**src/rtl/sgram_guard_pkg.sv**
```systemverilog
// Shared command codes for the two-bank command guard.
package sgram_guard_pkg;

    // Command classes; the numeric values appear on the cmd_code port.
    typedef enum logic [2:0] {
        CMD_NOP       = 3'd0,
        CMD_ACT       = 3'd1,
        CMD_PRE       = 3'd2,
        CMD_PREALL    = 3'd3,
        CMD_READ      = 3'd4,
        CMD_WRITE     = 3'd5,
        CMD_WRITE_MSK = 3'd6,
        CMD_OTHER     = 3'd7
    } cmd_code_e;

endpackage

```
**src/rtl/sgram_cmd_decode.sv**
```systemverilog
// Combinational classifier of the sampled command strobes.
// Assumes: all inputs are already registered or stable at the sampling edge.
// It never returns CMD_WRITE_MSK: the mask mode is resolved later from bank state.
module sgram_cmd_decode
    import sgram_guard_pkg::*;
(
    input  logic      cs_n,
    input  logic      ras_n,
    input  logic      cas_n,
    input  logic      we_n,
    input  logic      dsf,
    input  logic      ap,
    output cmd_code_e kind
);

    // Map the strobe pattern to a command class.
    always_comb begin
        kind = CMD_OTHER;
        if (cs_n) begin
            kind = CMD_NOP;
        end else begin
            unique case ({ras_n, cas_n, we_n})
                3'b111: kind = CMD_NOP;
                3'b011: kind = CMD_ACT;
                3'b010: kind = dsf ? CMD_OTHER : (ap ? CMD_PREALL : CMD_PRE);
                3'b101: kind = dsf ? CMD_OTHER : CMD_READ;
                3'b100: kind = dsf ? CMD_OTHER : CMD_WRITE;
                default: kind = CMD_OTHER;
            endcase
        end
    end

endmodule

```
**src/rtl/sgram_act_spacing.sv**
```systemverilog
// Cross-bank activate spacing counter.
// It counts the cycles since the most recent accepted activate to any bank and
// saturates at T_RRD. Assumes act_fire only pulses when act_ok was high.
module sgram_act_spacing #(
    parameter int T_RRD = 2
) (
    input  logic clk,
    input  logic rst_n,
    input  logic act_fire,
    output logic act_ok
);

    localparam int GAP_W = $clog2(T_RRD + 1) + 1;

    logic [GAP_W-1:0] gap_q;

    // Restart on an activate, otherwise count up to the limit.
    always_ff @(posedge clk) begin
        if (!rst_n) begin
            gap_q <= GAP_W'(T_RRD);
        end else if (act_fire) begin
            gap_q <= GAP_W'(1);
        end else if (gap_q < GAP_W'(T_RRD)) begin
            gap_q <= gap_q + GAP_W'(1);
        end
    end

    assign act_ok = (gap_q >= GAP_W'(T_RRD));

    // The top must never issue an activate inside the shared window.
    assert_cross_gap_R4: assert property (@(posedge clk) disable iff (!rst_n)
        act_fire |-> gap_q >= GAP_W'(T_RRD));

endmodule

```
**src/rtl/sgram_bank_track.sv**
```systemverilog
// State and timing of one bank.
// Tracks idle or active state and the masked-write mode. Counts the cycles since
// the last activate (saturating) and the remaining open time down to T_RAS_MAX.
// Reports which commands are currently legal for this bank.
// Assumes do_act and do_pre are never high together.
module sgram_bank_track #(
    parameter int T_RCD     = 3,
    parameter int T_RC      = 8,
    parameter int T_RAS_MIN = 5,
    parameter int T_RAS_MAX = 16
) (
    input  logic clk,
    input  logic rst_n,
    input  logic do_act,
    input  logic do_pre,
    input  logic rw_fire,
    input  logic masked_in,
    output logic active,
    output logic masked,
    output logic overrun,
    output logic act_ok,
    output logic rcd_ok,
    output logic ras_ok
);

    localparam int SAT_A  = (T_RC > T_RAS_MIN) ? T_RC : T_RAS_MIN;
    localparam int SAT    = (SAT_A > T_RCD) ? SAT_A : T_RCD;
    localparam int CNT_W  = $clog2(SAT + 1) + 1;
    localparam int REM_W  = $clog2(T_RAS_MAX + 1) + 1;

    logic [CNT_W-1:0] since_q;
    logic [REM_W-1:0] rem_q;

    // Open or close the bank; latch the mask mode at activate.
    always_ff @(posedge clk) begin
        if (!rst_n) begin
            active <= 1'b0;
            masked <= 1'b0;
        end else if (do_act) begin
            active <= 1'b1;
            masked <= masked_in;
        end else if (do_pre) begin
            active <= 1'b0;
        end
    end

    // Cycles since the last activate, saturating at the largest limit.
    always_ff @(posedge clk) begin
        if (!rst_n) begin
            since_q <= CNT_W'(SAT);
        end else if (do_act) begin
            since_q <= CNT_W'(1);
        end else if (since_q < CNT_W'(SAT)) begin
            since_q <= since_q + CNT_W'(1);
        end
    end

    // Remaining open time before the maximum is exceeded.
    always_ff @(posedge clk) begin
        if (!rst_n) begin
            rem_q <= '0;
        end else if (do_act) begin
            rem_q <= REM_W'(T_RAS_MAX - 1);
        end else if (active && rem_q != '0) begin
            rem_q <= rem_q - REM_W'(1);
        end
    end

    // Sticky overrun flag, cleared when the bank is closed or reopened.
    always_ff @(posedge clk) begin
        if (!rst_n) begin
            overrun <= 1'b0;
        end else if (do_act || do_pre) begin
            overrun <= 1'b0;
        end else if (active && rem_q == '0) begin
            overrun <= 1'b1;
        end
    end

    assign act_ok = !active && (since_q >= CNT_W'(T_RC));
    assign rcd_ok = active && (since_q >= CNT_W'(T_RCD));
    assign ras_ok = !active || (since_q >= CNT_W'(T_RAS_MIN));

    // An accepted activate must find this bank idle.
    assert_act_from_idle_R3: assert property (@(posedge clk) disable iff (!rst_n)
        do_act |-> !active);

    // Closing an open bank must respect the minimum open time.
    assert_pre_after_min_R6: assert property (@(posedge clk) disable iff (!rst_n)
        (do_pre && active) |-> since_q >= CNT_W'(T_RAS_MIN));

    // Column access only on an open bank past the row-to-column delay.
    assert_rw_after_rcd_R5: assert property (@(posedge clk) disable iff (!rst_n)
        rw_fire |-> (active && since_q >= CNT_W'(T_RCD)));

    // Overrun can only be shown while the bank is open.
    assert_overrun_open_R9: assert property (@(posedge clk) disable iff (!rst_n)
        overrun |-> active);

endmodule

```
**src/rtl/sgram_cmd_guard.sv**
```systemverilog
// Two-bank command decoder and timing guard (top).
// Samples the command strobes every rising edge, checks each command against
// the bank state and spacing rules, applies legal commands to the bank trackers,
// and registers the code, accept and error results one cycle later.
// Assumes: two banks selected by bank_sel; all limits are given in clock cycles.
module sgram_cmd_guard
    import sgram_guard_pkg::*;
#(
    parameter int ADDR_W    = 11,
    parameter int AP_BIT    = 8,
    parameter int T_RCD     = 3,
    parameter int T_RC      = 8,
    parameter int T_RRD     = 2,
    parameter int T_RAS_MIN = 5,
    parameter int T_RAS_MAX = 12000
) (
    input  logic              clk,
    input  logic              rst_n,
    input  logic              cs_n,
    input  logic              ras_n,
    input  logic              cas_n,
    input  logic              we_n,
    input  logic              dsf,
    input  logic              bank_sel,
    input  logic [ADDR_W-1:0] addr,
    output logic [2:0]        cmd_code,
    output logic              cmd_accept,
    output logic              cmd_error,
    output logic [1:0]        bank_active,
    output logic [1:0]        bank_masked,
    output logic [1:0]        tras_overrun
);

    localparam int NUM_BANKS = 2;

    cmd_code_e            kind;
    cmd_code_e            code_d;
    logic                 legal;
    logic                 spacing_ok;
    logic                 act_fire;
    logic [NUM_BANKS-1:0] act_ok;
    logic [NUM_BANKS-1:0] rcd_ok;
    logic [NUM_BANKS-1:0] ras_ok;
    logic [NUM_BANKS-1:0] do_act;
    logic [NUM_BANKS-1:0] do_pre;
    logic [NUM_BANKS-1:0] rw_fire;

    sgram_cmd_decode u_decode (
        .cs_n  (cs_n),
        .ras_n (ras_n),
        .cas_n (cas_n),
        .we_n  (we_n),
        .dsf   (dsf),
        .ap    (addr[AP_BIT]),
        .kind  (kind)
    );

    // Legality of the sampled command against bank state and spacing.
    always_comb begin
        unique case (kind)
            CMD_ACT:             legal = act_ok[bank_sel] && spacing_ok;
            CMD_PRE:             legal = ras_ok[bank_sel];
            CMD_PREALL:          legal = &ras_ok;
            CMD_READ, CMD_WRITE: legal = rcd_ok[bank_sel];
            default:             legal = 1'b1;
        endcase
    end

    // Resolve writes to their masked or unmasked form from the bank mode.
    always_comb begin
        code_d = kind;
        if (kind == CMD_WRITE && bank_masked[bank_sel]) begin
            code_d = CMD_WRITE_MSK;
        end
    end

    assign act_fire = (kind == CMD_ACT) && legal;

    generate
        for (genvar b = 0; b < NUM_BANKS; b++) begin : g_bank
            logic hit;
            assign hit        = (bank_sel == 1'(b));
            assign do_act[b]  = act_fire && hit;
            assign do_pre[b]  = legal && ((kind == CMD_PRE && hit) || kind == CMD_PREALL);
            assign rw_fire[b] = legal && hit && (kind == CMD_READ || kind == CMD_WRITE);

            sgram_bank_track #(
                .T_RCD     (T_RCD),
                .T_RC      (T_RC),
                .T_RAS_MIN (T_RAS_MIN),
                .T_RAS_MAX (T_RAS_MAX)
            ) u_bank (
                .clk       (clk),
                .rst_n     (rst_n),
                .do_act    (do_act[b]),
                .do_pre    (do_pre[b]),
                .rw_fire   (rw_fire[b]),
                .masked_in (dsf),
                .active    (bank_active[b]),
                .masked    (bank_masked[b]),
                .overrun   (tras_overrun[b]),
                .act_ok    (act_ok[b]),
                .rcd_ok    (rcd_ok[b]),
                .ras_ok    (ras_ok[b])
            );
        end
    endgenerate

    sgram_act_spacing #(
        .T_RRD (T_RRD)
    ) u_spacing (
        .clk      (clk),
        .rst_n    (rst_n),
        .act_fire (act_fire),
        .act_ok   (spacing_ok)
    );

    // Register the per-command result.
    always_ff @(posedge clk) begin
        if (!rst_n) begin
            cmd_code   <= CMD_NOP;
            cmd_accept <= 1'b0;
            cmd_error  <= 1'b0;
        end else begin
            cmd_code   <= code_d;
            cmd_accept <= (kind != CMD_NOP) && legal;
            cmd_error  <= (kind != CMD_NOP) && !legal;
        end
    end

    // Accept and error are exclusive outcomes.
    assert_one_outcome_R8: assert property (@(posedge clk) disable iff (!rst_n)
        !(cmd_accept && cmd_error));

    // A refused command leaves the bank state where it was.
    assert_error_no_change_R8: assert property (@(posedge clk) disable iff (!rst_n)
        cmd_error |-> ($stable(bank_active) && $stable(bank_masked)));

    // A no-op produces no result and touches no state.
    assert_nop_quiet_R10: assert property (@(posedge clk) disable iff (!rst_n)
        (kind == CMD_NOP) |=> (!cmd_accept && !cmd_error && $stable(bank_active)));

    // Both-bank precharge is only accepted when both trackers allow it.
    assert_preall_both_R7: assert property (@(posedge clk) disable iff (!rst_n)
        (do_pre == 2'b11) |=> (bank_active == 2'b00));

endmodule

```
**config.mk**
```make
export PLATFORM = sky130hd
export DESIGN_NAME = sgram_cmd_guard
export DESIGN_NICKNAME = d
export VERILOG_FILES = /design/src/rtl/sgram_guard_pkg.sv /design/src/rtl/sgram_cmd_decode.sv /design/src/rtl/sgram_act_spacing.sv /design/src/rtl/sgram_bank_track.sv /design/src/rtl/sgram_cmd_guard.sv
export SDC_FILE = /design/constraint.sdc
export NUM_CORES = 1
export LEC_CHECK = 0
export ABC_CLOCK_PERIOD_IN_PS = 2770
export BUFFER_PORTS_ARGS = -buffer_cell sky130_fd_sc_hd__clkbuf_2
export CORE_MARGIN = 1.5
export CORE_UTILIZATION = 45
export CTS_BUF_LIST = sky130_fd_sc_hd__clkbuf_8
export CTS_CLUSTER_SIZE = 24
export DETAILED_ROUTE_END_ITERATION = 12
export PLACE_DENSITY = 0.71
export SETUP_SLACK_MARGIN = 0.2
export SYNTH_ARGS = -nofsm -noshare
export SYNTH_HDL_FRONTEND = slang
export SYNTH_HIERARCHICAL = 1
export SYNTH_SLANG_ARGS = --single-unit
```
**constraint.sdc**
```tcl
create_clock -name clk -period 2.77 [get_ports clk]
set_input_delay 0 -clock clk [delete_from_list [all_inputs] [get_ports clk]]
set_output_delay 0 -clock clk [all_outputs]
set_load 0.03 [all_outputs]
```
**Word level (Yosys, flattened, before mapping)**

Index checks and enable logic that the tools add are counted.

- Logic and storage cells: 126
- Flip-flop bits (word level): 54
- Output and inout port bits: 11

- Bitwise gates (word level): 2
- Muxes and demuxes: 30
- Eq/ne operators: 10
- Reduce and logical (&&, ||, !) cells: 48
- Magnitude comparators: 11
- Add/subtract/negate cells: 5

Operator list:

| kind | number |
|---|---|
| 14-bit two-way mux | 4 |
| 15-bit zero test | 2 |
| 15-bit nonzero test | 2 |
| 15-bit by 1-bit subtractor with 15-bit output (second input constant) | 2 |
| 1-bit logical AND | 19 |
| 4-bit two-way mux | 4 |
| 3-bit == test (second input constant) | 5 |
| 3-bit case mux with 5 select lines | 1 |
| 2-bit nonzero test | 7 |
| 2-bit OR reduction | 7 |
| 1-bit two-way mux | 13 |
| 3-bit by 2-bit == test with 1-bit output (second input constant) | 4 |
| 5-bit by 1-bit adder with 5-bit output (second input constant) | 2 |
| 5-bit by 2-bit >= comparator with 1-bit output (second input constant) | 2 |
| 5-bit by 3-bit >= comparator with 1-bit output (second input constant) | 2 |
| 5-bit by 4-bit >= comparator with 1-bit output (second input constant) | 2 |
| 5-bit by 4-bit less-than comparator with 1-bit output (second input constant) | 2 |
| 3-bit two-way mux | 3 |
| 2-bit two-way mux | 4 |
| 1-bit logical OR | 6 |
| 1-bit case mux with 4 select lines | 1 |
| 3-bit by 1-bit adder with 3-bit output (second input constant) | 1 |
| 3-bit by 1-bit == test with 1-bit output (second input constant) | 1 |
| 3-bit by 2-bit >= comparator with 1-bit output (second input constant) | 1 |
| 6 further kinds | 9 |

**Longest topological paths before layout**

- Word-level depth: 11
- Mapped depth: 11
- Mapped depth without buffers: 10

**Modules after synthesis**

Netlist, hierarchy kept.

By module, submodules not included:

| module | instances | cells an instance | area an instance (µm²) |
|---|---|---|---|
| sgram_bank_track | 2 | 132 | 1,141.1 |
| sgram_cmd_guard | 1 | 37 | 319.1 |
| sgram_act_spacing | 1 | 13 | 127.6 |
| sgram_cmd_decode | 1 | 9 | 53.8 |

**Worst setup path after synthesis**

OpenSTA, ideal clock, no wires.

- Kind: register to register
- Start point: reg g_bank[1].u_bank.active
- End point: reg g_bank[0].u_bank.rem_q[12]
- Period minus slack after synthesis: 2.255 ns
- Path slack: 0.515 ns
- Required time: 2.698 ns
- Setup time: 0.072 ns
- Arrival: 2.183 ns
- Stages on the path, launching flop included: 11
- Buffers on the path: 2
- Path through: dfxtp_1 clkbuf_1 nor2_1 mux2i_1 nor4_2 and2b_2 clkbuf_1 inv_1 nand2_1 or3_1 mux2i_1

- Word-level cells in the longest chain between the ends: 9
- Elaborated cells between the ends (all ways): 16
- Those cells by class: mux (7); reduce/logical (9)

Ends and longest elaborated chain:

| element | RTL line | RTL |
|---|---|---|
| start, declared | sgram_bank_track.sv:18 | `output logic active,` |
| start signal, assigned | sgram_bank_track.sv:37 | `active <= 1'b0;` |
| start signal, assigned | sgram_bank_track.sv:40 | `active <= 1'b1;` |
| start signal, assigned | sgram_bank_track.sv:43 | `active <= 1'b0;` |
| 1-bit zero test | sgram_bank_track.sv:80 | `assign act_ok = !active && (since_q >= CNT_W'(T_RC));` |
| 1-bit logical AND | sgram_bank_track.sv:80 |  |
| net act_ok[1] | sgram_cmd_guard.sv:41 | `logic [NUM_BANKS-1:0] act_ok;` |
| 1-bit two-way mux (not written as such) (2 in a row) | sgram_cmd_guard.sv:61 | `CMD_ACT: legal = act_ok[bank_sel] && spacing_ok;` |
| 1-bit logical AND | sgram_cmd_guard.sv:61 |  |
| 1-bit case mux with 4 select lines | sgram_cmd_guard.sv:60 | `unique case (kind)` |
| 1-bit logical AND | sgram_cmd_guard.sv:77 | `assign act_fire = (kind == CMD_ACT) && legal;` |
| net act_fire | sgram_cmd_guard.sv:40 | `logic act_fire;` |
| 1-bit logical AND | sgram_cmd_guard.sv:83 | `assign do_act[b] = act_fire && hit;` |
| net do_act[0] | sgram_cmd_guard.sv:44 | `logic [NUM_BANKS-1:0] do_act;` |
| 2-bit OR reduction (no source line) | -- |  |
| end signal, assigned | sgram_bank_track.sv:63 | `rem_q <= REM_W'(T_RAS_MAX - 1);` |
| end signal, assigned | sgram_bank_track.sv:65 | `rem_q <= rem_q - REM_W'(1);` |
| end, declared | sgram_bank_track.sv:32 | `logic [REM_W-1:0] rem_q;` |

The timed path passes the listed nets, and every way through them passes these cells. The select of a mux whose other input is x is not followed.
A chain may end at the register's enable or synchronous reset.

**Final worst setup path**

- Start point: reg g_bank[1].u_bank.since_q[3]
- End point: reg g_bank[1].u_bank.rem_q[12]

- Word-level cells in the longest chain between the ends: 9
- Elaborated cells between the ends (all ways): 18
- Those cells by class: order compare (3); mux (7); reduce/logical (8)

Ends and longest elaborated chain:

| element | RTL line | RTL |
|---|---|---|
| start, declared | sgram_bank_track.sv:31 | `logic [CNT_W-1:0] since_q;` |
| start signal, assigned | sgram_bank_track.sv:50 | `since_q <= CNT_W'(SAT);` |
| start signal, assigned | sgram_bank_track.sv:54 | `since_q <= since_q + CNT_W'(1);` |
| 5-bit by 4-bit >= comparator with 1-bit output | sgram_bank_track.sv:80 |  |
| 1-bit logical AND | sgram_bank_track.sv:80 |  |
| net act_ok[1] | sgram_cmd_guard.sv:41 |  |
| 1-bit two-way mux (not written as such) (2 in a row) | sgram_cmd_guard.sv:61 |  |
| 1-bit logical AND | sgram_cmd_guard.sv:61 |  |
| 1-bit case mux with 4 select lines | sgram_cmd_guard.sv:60 |  |
| 1-bit logical AND | sgram_cmd_guard.sv:77 |  |
| net act_fire | sgram_cmd_guard.sv:40 |  |
| 1-bit logical AND | sgram_cmd_guard.sv:83 |  |
| net do_act[1] | sgram_cmd_guard.sv:44 |  |
| 2-bit OR reduction (no source line) | -- |  |
| end signal, assigned | sgram_bank_track.sv:63 |  |
| end signal, assigned | sgram_bank_track.sv:65 |  |
| end, declared | sgram_bank_track.sv:32 |  |

The timed path passes the listed nets, and every way through them passes these cells. The select of a mux whose other input is x is not followed.

==> results.yml <==
sta:
  worst_pin_slew_ps: 740
  hold_viol_final: 0
  slew_violations: 0
  fin_worst_skew_ps: 8.33
  min_period_ps: 2190
  setup_violations: 0
  fmax_mhz: 456
  fin_crit_sh: 0.792
  rsz0062_at_grt: "false"
  setup_ws_ps: 576
  finalSetupTns_ps: 0
  timing.slew.headroom: 0.502
detailed_routing:
  ant_nets: 0
  drtIter0Drc: 98
  vias: 2379
  first_pass_iters: 4
  drc: 0
  vias_per_cell: 5.68
  wirelength_um: 5720
  wl_per_cell_um: 13.6
global_routing:
  antenna_found_initial: 0
  grt.total_usage: 0.184
  grt_max_degree: 19
  grt_pass1_wl_um: 9690
  grt_pass1_vias: 2161
  grt_overflow: 0
clocking:
  cts_resized: 0
  root_buffer: "clkbuf_8"
  numCtsBuffers: 5
  cts-hold-fix-buffers: 0
  cts_max_level: 2
  postCtsSetupRepairBufs: 0
  clk_pin_slew_ps: 100
  clkLatencyLatePin_ps: 310
  clock-sinks: 54
  cts_tree: "yes"
  clockBufferDepth: 2
setup_path:
  slowest_delay_ps: 410
  worstPathArrival_ps: 2440
  critical_path_class: "reg -> reg"
  cp_num_buf_inv: 1
  crit_fanout: 7
  timing.critical_path.to_type: "flop"
  slowest_stage: "or3_1"
  startpoint_type: "flop"
  cp_cell_sequence: "nor2_1 > nor2_1 > mux2i_1 > nor4_2 > and2_2 > inv_1 > nand2_1 > or3_1 > mux2i_1"
  cp_top_family: "simple AND/OR/NAND/NOR gates"
  required_ps: 3020
outcome:
  status: "completed"
floorplan:
  row_count: 28
  die_width_um: 81.4
  start_util: 0.467
  ioPinCount: 30
  die_h_um: 81.4
  die_area_mm2: 0.00662
  coreArea_mm2: 0.00592
power:
  static-leakage-power_nw: 1.21
  cellPowerDensity_mw_per_mm2: 605
  p_total_mw: 1.87
  peakVddDrop_mv: 0.359
run:
  cap_viol_max_count: 0
final_layout:
  fill_cells: 538
  area_growth_pct: 12.0
  diodes: 0
  nNetsFinal: 371
  layout-drive-gt1-share: 0.145
synthesis:
  syn_inst: 321
  yosys_warnings: 6
  syn_nets: 349
  syn_avg_cell_area_um2: 8.61
  synth_area_mm2: 0.00277
worst_hold_path:
  hp-class: "in -> reg"
placed_design:
  dpl.hpwl_um: 4090
  pre_cts_ws_ps: 613
  gp_congestion: 0.854
  port_buffers: 19
[power breakdown]
group | internal (mW) | leakage (nW) | switching [mW] | total, mW
sequential | 0.825 | 0.440 | 0.0463 | 0.871
clock | 0.362 | 0.0683 | 0.260 | 0.623
combinational | 0.147 | 0.703 | 0.234 | 0.381
[final cells by class]
class,instances,area (um^2),share of cell area
Clock buffer,5,68.8,0.0222
Multi-Input combinational cell,234,1550,0.501
Inverter,21,78.8,0.0255
Tap cell,75,93.8,0.0303
Sequential cell,54,1080,0.349
Clock inverter,3,68.8,0.0222
Timing Repair Buffer,27,155,0.0501
[stage by stage]
step | instances | hold WS [ps] | util | instance area, um^2
after floorplan | 321 | 76.2 | - | 2770
after global routing | 419 | 56.9 | 0.523 | 3100
after CTS | 419 | 36.0 | 0.523 | 3100
final | 419 | 42.3 | 0.523 | 3100
after global placement | 411 | 344 | 0.500 | 2960
after detailed placement | 411 | 362 | 0.500 | 2960
[worst reg2reg max path: cells and delay by family (launching register included)]
family        cells  cell delay (ps)
buf+inv           1               80
flops             1              330
mux               2              310
simple gates      6             1410
[placed cells by master (no fill, tap or decap), types with 5 or more instances in the layout]
cell	n
o21ai_0	19
or3_1	26
clkbuf_2	19
nor3_1	9
nand3_1	5
or4_1	6
ha_1	9
nand2_1	19
a31oi_1	15
mux2i_1	8
inv_1	21
a21oi_1	22
buf_4	8
xnor2_1	5
dfxtp_1	54
clkbuf_8	5
nor2_1	25
nor4_1	7
[worst paths after layout]
kind / to / cells past startpoint / startpoint / slack (ps)
setup / recovery: g_bank[1].u_bank/rem_q[12] / 9 / g_bank[1].u_bank/since_q[3] / 580
hold reg to reg: g_bank[0].u_bank/since_q[4] / 2 / g_bank[0].u_bank/since_q[4] / 480
hold / removal: g_bank[1].u_bank/masked / 3 / dsf / 40
setup reg to reg: g_bank[1].u_bank/rem_q[12] / 9 / g_bank[1].u_bank/since_q[3] / 580
[sequential cells by signal (all words and copies together), names as in the netlist]
| register | cells |
|---|---|
| cmd_accept | 1 |
| g_bank.u_bank/since_q | 10 |
| cmd_code | 3 |
| g_bank.u_bank/active | 2 |
| g_bank.u_bank/masked | 2 |
| u_spacing/gap_q | 3 |
| g_bank.u_bank/rem_q | 30 |
| g_bank.u_bank/overrun | 2 |
| cmd_error | 1 |
[layer usage]
layer,GRT usage,up-vias,share of wire
met4,0.0483,0,0.0066
met3,0.0360,5,0.041
li1,-,1220,-
met2,0.303,40,0.47
met1,0.244,1114,0.48
met5,0,-,0
No activity file was read; power rests on OpenSTA's default activity.
